$ cat src/rtl/keyseq_wdt.sv
module keyseq_wdt #(
  parameter int DATA_W     = 32,
  parameter int RATIO_W    = 3,
  parameter int COMMIT_LAT = 2,
  parameter int RST_PULSE  = 8,
  parameter int ADDR_W     = 4
) (
  input  logic              clk,
  input  logic              rst_n,
  input  logic              bus_wr,
  input  logic [ADDR_W-1:0] bus_addr,
  input  logic [DATA_W-1:0] bus_wdata,
  output logic [DATA_W-1:0] bus_rdata,
  input  logic              emu_halt,
  output logic              irq_ovf,
  output logic              irq_dly,
  output logic              rst_req
);
  localparam int PRE_W  = (1 << RATIO_W) - 1;
  localparam int LAT_W  = $clog2(COMMIT_LAT + 1);
  localparam int RP_W   = $clog2(RST_PULSE + 1);
  localparam int CTRL_W = RATIO_W + 1;
  localparam int NSLOT  = 4;

  localparam logic [ADDR_W-1:0] A_CFG  = ADDR_W'(0);
  localparam logic [ADDR_W-1:0] A_STAT = ADDR_W'(1);
  localparam logic [ADDR_W-1:0] A_IST  = ADDR_W'(2);
  localparam logic [ADDR_W-1:0] A_IEN  = ADDR_W'(3);
  localparam logic [ADDR_W-1:0] A_CTRL = ADDR_W'(4);
  localparam logic [ADDR_W-1:0] A_CNT  = ADDR_W'(5);
  localparam logic [ADDR_W-1:0] A_LOAD = ADDR_W'(6);
  localparam logic [ADDR_W-1:0] A_TRIG = ADDR_W'(7);
  localparam logic [ADDR_W-1:0] A_KEY  = ADDR_W'(8);
  localparam logic [ADDR_W-1:0] A_PEND = ADDR_W'(9);
  localparam logic [ADDR_W-1:0] A_DLY  = ADDR_W'(10);

  localparam logic [DATA_W-1:0] K_STOP_A  = DATA_W'(16'hAAAA);
  localparam logic [DATA_W-1:0] K_STOP_B  = DATA_W'(16'h5555);
  localparam logic [DATA_W-1:0] K_START_A = DATA_W'(16'hBBBB);
  localparam logic [DATA_W-1:0] K_START_B = DATA_W'(16'h4444);

  typedef enum logic [1:0] {KS_IDLE, KS_STOP_ARMED, KS_START_ARMED} key_e;

  logic [NSLOT-1:0]  pend_q;
  logic [DATA_W-1:0] post_d   [NSLOT];
  logic [LAT_W-1:0]  post_cnt [NSLOT];
  logic [NSLOT-1:0]  wr_slot, fire;

  logic [LAT_W-1:0]  srst_cnt;
  logic              emu_free_q, run_q;
  key_e              key_q;
  logic [CTRL_W-1:0] ctrl_q;
  logic [PRE_W-1:0]  pre_q;
  logic [DATA_W-1:0] count_q, load_q, trig_q, delay_q;
  logic [1:0]        ist_q, ien_q;
  logic [RP_W-1:0]   rp_cnt;

  wire wr_ok   = bus_wr && (srst_cnt == '0);
  wire srst_go = wr_ok && (bus_addr == A_CFG) && bus_wdata[1];

  assign wr_slot = {wr_ok && bus_addr == A_KEY,  wr_ok && bus_addr == A_TRIG,
                    wr_ok && bus_addr == A_LOAD, wr_ok && bus_addr == A_CTRL};

  always_comb
    for (int k = 0; k < NSLOT; k++) fire[k] = pend_q[k] && (post_cnt[k] == '0);

  always_ff @(posedge clk or negedge rst_n) begin
    if (!rst_n) begin
      pend_q <= '0;
      for (int k = 0; k < NSLOT; k++) begin
        post_d[k]   <= '0;
        post_cnt[k] <= '0;
      end
    end else if (srst_go) begin
      pend_q <= '0;
    end else begin
      for (int k = 0; k < NSLOT; k++) begin
        if (wr_slot[k]) begin
          pend_q[k]   <= 1'b1;
          post_d[k]   <= bus_wdata;
          post_cnt[k] <= LAT_W'(COMMIT_LAT - 1);
        end else if (fire[k]) begin
          pend_q[k] <= 1'b0;
        end else if (pend_q[k]) begin
          post_cnt[k] <= post_cnt[k] - 1'b1;
        end
      end
    end
  end

  wire               pre_en   = ctrl_q[0];
  wire [RATIO_W-1:0] ratio    = ctrl_q[CTRL_W-1:1];
  wire [PRE_W-1:0]   pre_mask = ~({PRE_W{1'b1}} << ratio);
  wire               active   = run_q && (emu_free_q || !emu_halt);
  wire               tick     = active && (!pre_en || pre_q >= pre_mask);
  wire               trig_hit = fire[2] && (post_d[2] != trig_q);
  wire               at_top   = (count_q == '1);
  wire               ovf_ev   = tick && !trig_hit && at_top;
  wire               dly_ev   = tick && !trig_hit && !at_top &&
                                (count_q + DATA_W'(1) == delay_q);
  wire [1:0]         ist_clr  = (wr_ok && bus_addr == A_IST) ? bus_wdata[1:0] : 2'b00;

  always_ff @(posedge clk or negedge rst_n) begin
    if (!rst_n) begin
      srst_cnt <= '0;
      emu_free_q <= 1'b0; run_q <= 1'b0; key_q <= KS_IDLE;
      ctrl_q <= '0; pre_q <= '0; count_q <= '0; load_q <= '0;
      trig_q <= '0; delay_q <= '0; ist_q <= '0; ien_q <= '0; rp_cnt <= '0;
    end else if (srst_go) begin
      srst_cnt <= LAT_W'(COMMIT_LAT);
      emu_free_q <= 1'b0; run_q <= 1'b0; key_q <= KS_IDLE;
      ctrl_q <= '0; pre_q <= '0; count_q <= '0; load_q <= '0;
      trig_q <= '0; delay_q <= '0; ist_q <= '0; ien_q <= '0; rp_cnt <= '0;
    end else begin
      if (srst_cnt != '0) srst_cnt <= srst_cnt - 1'b1;
      if (active) pre_q <= tick ? '0 : pre_q + 1'b1;
      if (trig_hit)    count_q <= load_q;
      else if (ovf_ev) count_q <= load_q;
      else if (tick)   count_q <= count_q + DATA_W'(1);
      if (ovf_ev)             rp_cnt <= RP_W'(RST_PULSE);
      else if (rp_cnt != '0)  rp_cnt <= rp_cnt - 1'b1;
      ist_q <= (ist_q & ~ist_clr) | {dly_ev, ovf_ev};
      if (fire[0]) ctrl_q <= post_d[0][CTRL_W-1:0];
      if (fire[1]) load_q <= post_d[1];
      if (fire[2]) trig_q <= post_d[2];
      if (fire[3]) begin
        key_q <= KS_IDLE;
        if (post_d[3] == K_STOP_A) key_q <= KS_STOP_ARMED;
        else if (post_d[3] == K_START_A) key_q <= KS_START_ARMED;
        else if (post_d[3] == K_STOP_B && key_q == KS_STOP_ARMED) run_q <= 1'b0;
        else if (post_d[3] == K_START_B && key_q == KS_START_ARMED) run_q <= 1'b1;
      end
      if (wr_ok && bus_addr == A_CFG) emu_free_q <= bus_wdata[0];
      if (wr_ok && bus_addr == A_IEN) ien_q <= bus_wdata[1:0];
      if (wr_ok && bus_addr == A_DLY) delay_q <= bus_wdata;
    end
  end

  assign irq_ovf = ist_q[0] & ien_q[0];
  assign irq_dly = ist_q[1] & ien_q[1];
  assign rst_req = (rp_cnt != '0);

  always_comb begin
    bus_rdata = '0;
    case (bus_addr)
      A_CFG:  bus_rdata[0] = emu_free_q;
      A_STAT: bus_rdata[0] = (srst_cnt == '0);
      A_IST:  bus_rdata[1:0] = ist_q;
      A_IEN:  bus_rdata[1:0] = ien_q;
      A_CTRL: bus_rdata[CTRL_W-1:0] = ctrl_q;
      A_CNT:  bus_rdata = count_q;
      A_LOAD: bus_rdata = load_q;
      A_TRIG: bus_rdata = trig_q;
      A_PEND: bus_rdata[NSLOT-1:0] = pend_q;
      A_DLY:  bus_rdata = delay_q;
      default: bus_rdata = '0;
    endcase
  end

  logic unused_hi;
  assign unused_hi = ^{post_d[0][DATA_W-1:CTRL_W], bus_wdata};

  p_frozen_r2: assert property (@(posedge clk) disable iff (!rst_n)
    (!run_q && !trig_hit && !srst_go) |=> (count_q == $past(count_q)));

  p_step_r4: assert property (@(posedge clk) disable iff (!rst_n)
    (run_q && !trig_hit && !srst_go && !at_top) |=> (count_q - $past(count_q) <= DATA_W'(1)));

  p_pend_src_r8: assert property (@(posedge clk) disable iff (!rst_n)
    $rose(pend_q[1]) |-> $past(bus_wr && bus_addr == A_LOAD));

  p_pulse_src_r6: assert property (@(posedge clk) disable iff (!rst_n)
    $rose(rst_req) |-> ($past(count_q) == '1));

  p_dly_hit_r7: assert property (@(posedge clk) disable iff (!rst_n)
    $rose(ist_q[1]) |-> (count_q == $past(delay_q)));

  p_srst_busy_r9: assert property (@(posedge clk) disable iff (!rst_n)
    srst_go |=> (bus_addr != A_STAT || bus_rdata[0] == 1'b0));
endmodule

$ cat config.mk
export PLATFORM = sky130hd
export DESIGN_NAME = keyseq_wdt
export DESIGN_NICKNAME = d
export VERILOG_FILES = /design/src/rtl/keyseq_wdt.sv
export SDC_FILE = /design/constraint.sdc
export NUM_CORES = 1
export LEC_CHECK = 0
export BUFFER_PORTS_ARGS = -buffer_cell sky130_fd_sc_hd__buf_2
export CAP_MARGIN = 20
export CORE_MARGIN = 2
export CORE_UTILIZATION = 30
export CTS_CLUSTER_SIZE = 14
export DETAILED_ROUTE_END_ITERATION = 8
export PLACE_DENSITY = 0.48
export SLEW_MARGIN = 10
export SYNTH_ARGS = -nofsm -noshare
export SYNTH_HDL_FRONTEND = slang
export SYNTH_SLANG_ARGS = --single-unit
$ cat constraint.sdc
create_clock -name clk -period 3 [get_ports clk]
set_input_delay 0 -clock clk [delete_from_list [all_inputs] [get_ports clk]]
set_output_delay 0 -clock clk [all_outputs]
set_load 0.1 [all_outputs]
# After elaboration in Yosys (flattened, before gate mapping)
# Index checks and enable logic that the tools add are counted.
[totals]
reg_bits = 265
input_bits = 40
output_inout_bits = 35
word_cells = 194
[classes]
add_sub_neg = 8
magnitude_cmp = 1
n_eq_ne = 25
n_shift = 1
muxes = 61
bitwise = 7
reduce_logical = 66
[op_table]
columns = ["cell", "count"]
rows = [
  ["$mux 32", 10],
  ["$pmux 28 s4", 1],
  ["$eq 32x15->1 const B", 2],
  ["$eq 32x16->1 const B", 2],
  ["$mux 2", 22],
  ["$add 32x1->32 const B", 1],
  ["$eq 32x32->1", 1],
  ["$eq 32x32->1 const B", 1],
  ["$ne 32x32->1", 1],
  ["$reduce_bool 2->1", 14],
  ["$mux 4", 6],
  ["$logic_and 1x1->1", 23],
  ["$mux 7", 3],
  ["$reduce_bool 3->1", 6],
  ["$eq 4x3->1 const B", 4],
  ["$mux 1", 16],
  ["$eq 4x4->1 const B", 3],
  ["$ne 2x2->1 const B", 6],
  ["$pmux 2 s6", 1],
  ["$reduce_and 3->1", 4],
  ["$logic_not 2->1", 5],
  ["$pmux 1 s10", 1],
  ["$sub 2x1->2 const B", 5],
  ["$eq 4x2->1 const B", 2],
  ["20 further kinds", 29],
]

# Longest topological paths before layout
[depth]
ltp_word = 10
ltp_mapped = 11

# Least setup slack after synthesis
# No wires, ideal clock.
[synth_timing]
kind = "input to output"
from = "input port bus_addr[0]"
to = "output port bus_rdata[1]"
arrival_ns = 2.892
slack_ns = 0.108
path_stages = 5
path_buffers = 2
path_cell_list = "clkbuf_1 clkbuf_1 mux2_2 a22oi_1 o21ai_0"
[synth_via]
elab_chain_len = 2
elab_cells_between_ends = 9
cone_classes = "eq/ne (8); mux (1)"
[synth_rtl]
columns = ["item", "line_no", "text"]
rows = [
  ["from (decl)", "11", "input logic [ADDR_W-1:0] bus_addr,"],
  ["$eq 4x4->1 (tied with other cells)", "145", "case (bus_addr)"],
  ["$pmux 1 s8 (*)", "145", ""],
  ["to (decl)", "13", "output logic [DATA_W-1:0] bus_rdata,"],
]
# Mark *: on every way between the ends. The rest lies on a longest branch, timed or not.

# Worst setup path after layout
[layout_timing]
from = "register count_q[7]"
to = "register ist_q[1]"
[layout_via]
elab_chain_len = 6
elab_cells_between_ends = 8
cone_classes = "add/sub (1); eq/ne (2); mux (1); bitwise (1); reduce/logical (3)"
[layout_rtl]
columns = ["item", "line_no", "text"]
rows = [
  ["from (decl)", "54", "logic [DATA_W-1:0] count_q, load_q, trig_q, delay_q;"],
  ["from (signal assigned)", "117", "if (trig_hit) count_q <= load_q;"],
  ["from (signal assigned)", "118", "else if (ovf_ev) count_q <= load_q;"],
  ["from (signal assigned)", "119", "else if (tick) count_q <= count_q + DATA_W'(1);"],
  ["parallel branches: the longest is 3 deep, another holds $add 32x1->32", "-", ""],
  ["$logic_and 1x1->1 (*)", "99", "wire dly_ev = tick && !trig_hit && !at_top &&"],
  ["$or 2x2->2 (*)", "122", "ist_q <= (ist_q & ~ist_clr) | {dly_ev, ovf_ev};"],
  ["$mux 2 (*)", "109", "end else if (srst_go) begin"],
  ["to (signal assigned)", "122", ""],
  ["to (decl)", "55", "logic [1:0] ist_q, ien_q;"],
]
# Every way passes the cells marked *.
# A chain may end at the register's enable or synchronous reset.

==> summary.txt <==
Synthesis
  – Mapped cell area: roughly 14,000 um^2
  – Syn Area/Cell: around 9 um^2
  – Share of the synthesized area in the top cell type: about half
  – Post-synth EDFFs: 0
  – Number of unique standard cell types used by synthesis: 64
  – Ys flop type: sky130_fd_sc_hd__dfrtp_1
  – Synth Net Count: roughly 1,600
  – Top area cells in the synthesized netlist: sky130_fd_sc_hd__dfrtp_1 (48%), sky130_fd_sc_hd__nand2_1 (13%), sky130_fd_sc_hd__xnor2_1 (4.7%)
  – Post-synthesis cell count: about 1,600
  – Cell type with the highest aggregate area in the netlist: sky130_fd_sc_hd__dfrtp_1
  – Number of synthesized register bits: between 200 and 300
  – Seq/Total Area, Yosys: about 48%
  – Yosys warnings: 0
  – Ys async rst share: 100%

Clock tree
  – TritonCTS Buffers: 30
  – Latest clock arrival within the worst-skew pair: 0.57 ns
  – Max Buffers Root-to-Sink: 3
  – Count of clock tree sinks: 265
  – CTS tree: yes
  – Clock Tree Root: sky130_fd_sc_hd__clkbuf_16
  – H-Tree Level Count: 1
  – Clock transition at the registers of the reported paths: roughly 0.07 ns

Floorplan
  – Total core area: around 45,000 um^2
  – Initial core utilization: between 30% and 40%
  – Number of I/O pins: 75
  – Die footprint: 47,700 um^2
  – Overall die height: approximately 220 um
  – Die outline width: roughly 220 um
  – Rows: between 70 and 80

Global routing
  – Combined global-route utilization of all metal layers: between 10% and 20%
  – Initial antenna violation count: 0
  – First-pass GRT wire length: between 70 and 80 mm
  – Total gr overflow: 0
  – Vias in the first global route: about 11,000
  – Maximum number of pins on one net before global-route repair: 93

Finish
  – Synthesis-to-finish area growth: 20.1%
  – Most common cell after layout, fill and taps aside: sky130_fd_sc_hd__nand2_1
  – Proportion of layout cells with a drive suffix above 1: 14.7%
  – Final core utilization: 36.5%
  – Most used cells in the layout excluding fill and tap cells: sky130_fd_sc_hd__nand2_1 (469), sky130_fd_sc_hd__dfrtp_1 (265), sky130_fd_sc_hd__a21oi_1 (123)
  – Antenna cells: 0
  – Finished layout cell area: about 17,000 um^2
  – Number of nets in the final layout: about 1,700
  – Area occupied by multi-input gates: about 6700 um^2
  – Fill cell count: about 4,600
  – Sequential cell area: 6630 um^2

Routing
  – Post-detailed-route via-to-cell ratio: between 5 and 6
  – Total Routed Length: roughly 46 mm
  – First DRT Iteration DRCs: between 1,000 and 1,500
  – Wirelength per Cell: roughly 20 um
  – DRC violations left: 0
  – Number of optimization iterations in the first detailed-route pass: 5
  – Count of nets left with antenna violations after detail routing: 0
  – Vias: about 12,000

Power
  – Combinational share of power: ~33%
  – Net Sw Frac: 38.0%
  – Share of power burned in the clock network: 26.2%
  – Post-layout power: roughly 0.015 W
  – Share of power burned in registers: between 40% and 50%
  – Cell internal power dissipation: about 0.0095 W
  – Leak pwr: just under 8 nW
  – Peak supply drop: around 0.00054 V
  – Total power divided by cell area: between 900 and 1000 nW/um^2
  – Net switching power figure: slightly below 0.006 W

Setup path
  – Critical path class: flip-flop to flip-flop
  – Critical Path End Type: flip-flop
  – Sort of element at the start of the critical path: flip-flop
  – Critical Path Fanout Max: 11
  – Arrival time reported for the critical path endpoint: about 3.3 ns
  – Required time at the endpoint of the critical path: between 3 and 4 ns

Timing
  – Max Clock Skew: about 0.014 ns
  – Minimum period implied by the final worst setup slack: ~2.8 ns
  – Relative max-transition margin: approximately two fifths
  – Upper clock frequency limit: 360 MHz
  – RSZ-0062 raised after global routing: false
  – Final Max Slew Viols: 0
  – Hold violation count in the final report: 0
  – Worst path setup slack after routing: roughly 0.22 ns
  – Period utilization: 92.6%
  – Setup tns final: 0 ns
  – Worst-margin pin slew: approximately 0.88 ns
  – Number of setup violations in the final report: 0

Run status
  – Outcome: finished clean

Placed design
  – Post-Place Worst Slack: 0.0195 ns
  – Number of input and output port buffers inserted: 74
  – Half-perimeter wire length after placement: 32.4 mm
  – Final GP Congestion: 0.882
  – Total placed instance area: about 15,000 um^2

Worst hold path
  – Worst Hold Class: input port to asynchronous set/reset pin

Run
  – Max-cap viol count: 0
==> worst max-delay path: stages (launching register included) <==
cell and delay (ns):
sky130_fd_sc_hd__dfrtp_1 0.49, sky130_fd_sc_hd__nand4_1 0.14, sky130_fd_sc_hd__buf_4 0.20, sky130_fd_sc_hd__nor4_2 0.40
sky130_fd_sc_hd__nand2_1 0.18, sky130_fd_sc_hd__xnor2_1 0.15, sky130_fd_sc_hd__or4_1 0.47, sky130_fd_sc_hd__or4_1 0.42
sky130_fd_sc_hd__o31ai_2 0.22
==> worst paths after layout <==
path,start,to,slack (ns),cells after the start
setup / recovery,count_q[7],ist_q[1],0.22,8
hold / removal,rst_n,post_d[0],0.05,2
setup reg to reg,count_q[7],ist_q[1],0.22,8
hold reg to reg,post_d[86],post_d[86],0.48,2
max in group asynchronous,rst_n,load_q[30],1.96,3
min in group clk,bus_addr[1],ist_q[0],0.08,5
==> routing by layer <==
metal | GRT usage, % | up-vias | wire, um
met1 | 29.4 | 5762 | 22600
met5 | 0 | - | 0
li1 | - | 5571 | -
met4 | 6.39 | 0 | 1390
met3 | 2.20 | 67 | 2210
met2 | 28.2 | 301 | 19500
==> per-stage QoR <==
step                hold slack [ns]  std cells
finish                       0.0455       2296
global route                  0.111       2296
CTS                          0.0618       2294
detailed placement           0.0738       2205
global placement             0.0746       2205
floorplan                    -0.296       1564
==> cell usage after synthesis, types with 5 or more instances <==
master / count
sky130_fd_sc_hd__inv_1: 40
sky130_fd_sc_hd__o22ai_1: 22
sky130_fd_sc_hd__nor4_1: 10
sky130_fd_sc_hd__a22o_1: 6
sky130_fd_sc_hd__a31oi_1: 18
sky130_fd_sc_hd__nor3_1: 26
sky130_fd_sc_hd__buf_2: 9
sky130_fd_sc_hd__nor2_1: 58
sky130_fd_sc_hd__xnor2_1: 74
sky130_fd_sc_hd__nand3_1: 28
sky130_fd_sc_hd__clkbuf_1: 77
sky130_fd_sc_hd__nand4_1: 22
sky130_fd_sc_hd__a21oi_1: 123
sky130_fd_sc_hd__a22oi_1: 60
sky130_fd_sc_hd__nand2_1: 469
sky130_fd_sc_hd__nor2b_1: 8
sky130_fd_sc_hd__o21ai_0: 35
sky130_fd_sc_hd__nand2b_1: 9
sky130_fd_sc_hd__or4_1: 7
sky130_fd_sc_hd__buf_1: 6
sky130_fd_sc_hd__mux2i_1: 34
sky130_fd_sc_hd__ha_1: 15
sky130_fd_sc_hd__and3_1: 5
sky130_fd_sc_hd__nand4b_1: 7
sky130_fd_sc_hd__xor2_1: 15
sky130_fd_sc_hd__and2_1: 9
sky130_fd_sc_hd__or3_1: 6
sky130_fd_sc_hd__mux2_2: 39
sky130_fd_sc_hd__dfrtp_1: 265
==> repair_timing <==
action | 4_1_cts | 5_1_grt
setup endpoints to repair | 0 | 6
gates resized for setup | 0 | 1
endpoints found under the hold margin | 224 | 0
setup buffers | 0 | 2
hold buffers | 36 | 0
==> state kept, by name (all words and copies together) (netlist names), 7 cells and up <==
| signal | flops |
|---|---|
| pre_q | 7 |
| count_q | 32 |
| post_cnt | 8 |
| trig_q | 32 |
| delay_q | 32 |
| load_q | 32 |
| post_d | 100 |
==> kinds of logic after synthesis <==
kind of cell             Yosys count  share of synthesized area, %
multiplexers                      74                          5.84
XOR/XNOR                          89                          5.65
AND/OR/NAND/NOR                  694                          22.4
AO/OA/AOI/OAI                    290                          12.7
flip-flops                       265                          48.1
buffers and inverters            137                          3.94
adder cells (fa/ha/maj)           15                          1.36
==> area by class of cell <==
class	instances	area share, %
well taps	600	4.53
inverters	40	0.907
repair buffers	176	7.77
multi-input cells	1162	40.3
flip-flops and latches	265	40.0
clock buffers	42	5.36
clock inverters	11	1.11
==> power groups by stage <==
| stage | sequential (W) | clock (W) | combinational, W |
|---|---|---|---|
| 6_report | 0.00629 | 0.00400 | 0.00499 |
| 2_1_floorplan | 0.00580 | 0 | 0.00373 |
| 3_5_place_dp | 0.00632 | 0 | 0.00495 |
| 5_1_grt | 0.00648 | 0.00422 | 0.00556 |
| 4_1_cts | 0.00626 | 0.00408 | 0.00501 |
| 3_3_place_gp | 0.00628 | 0 | 0.00488 |
(Power assumes the default switching activity.)
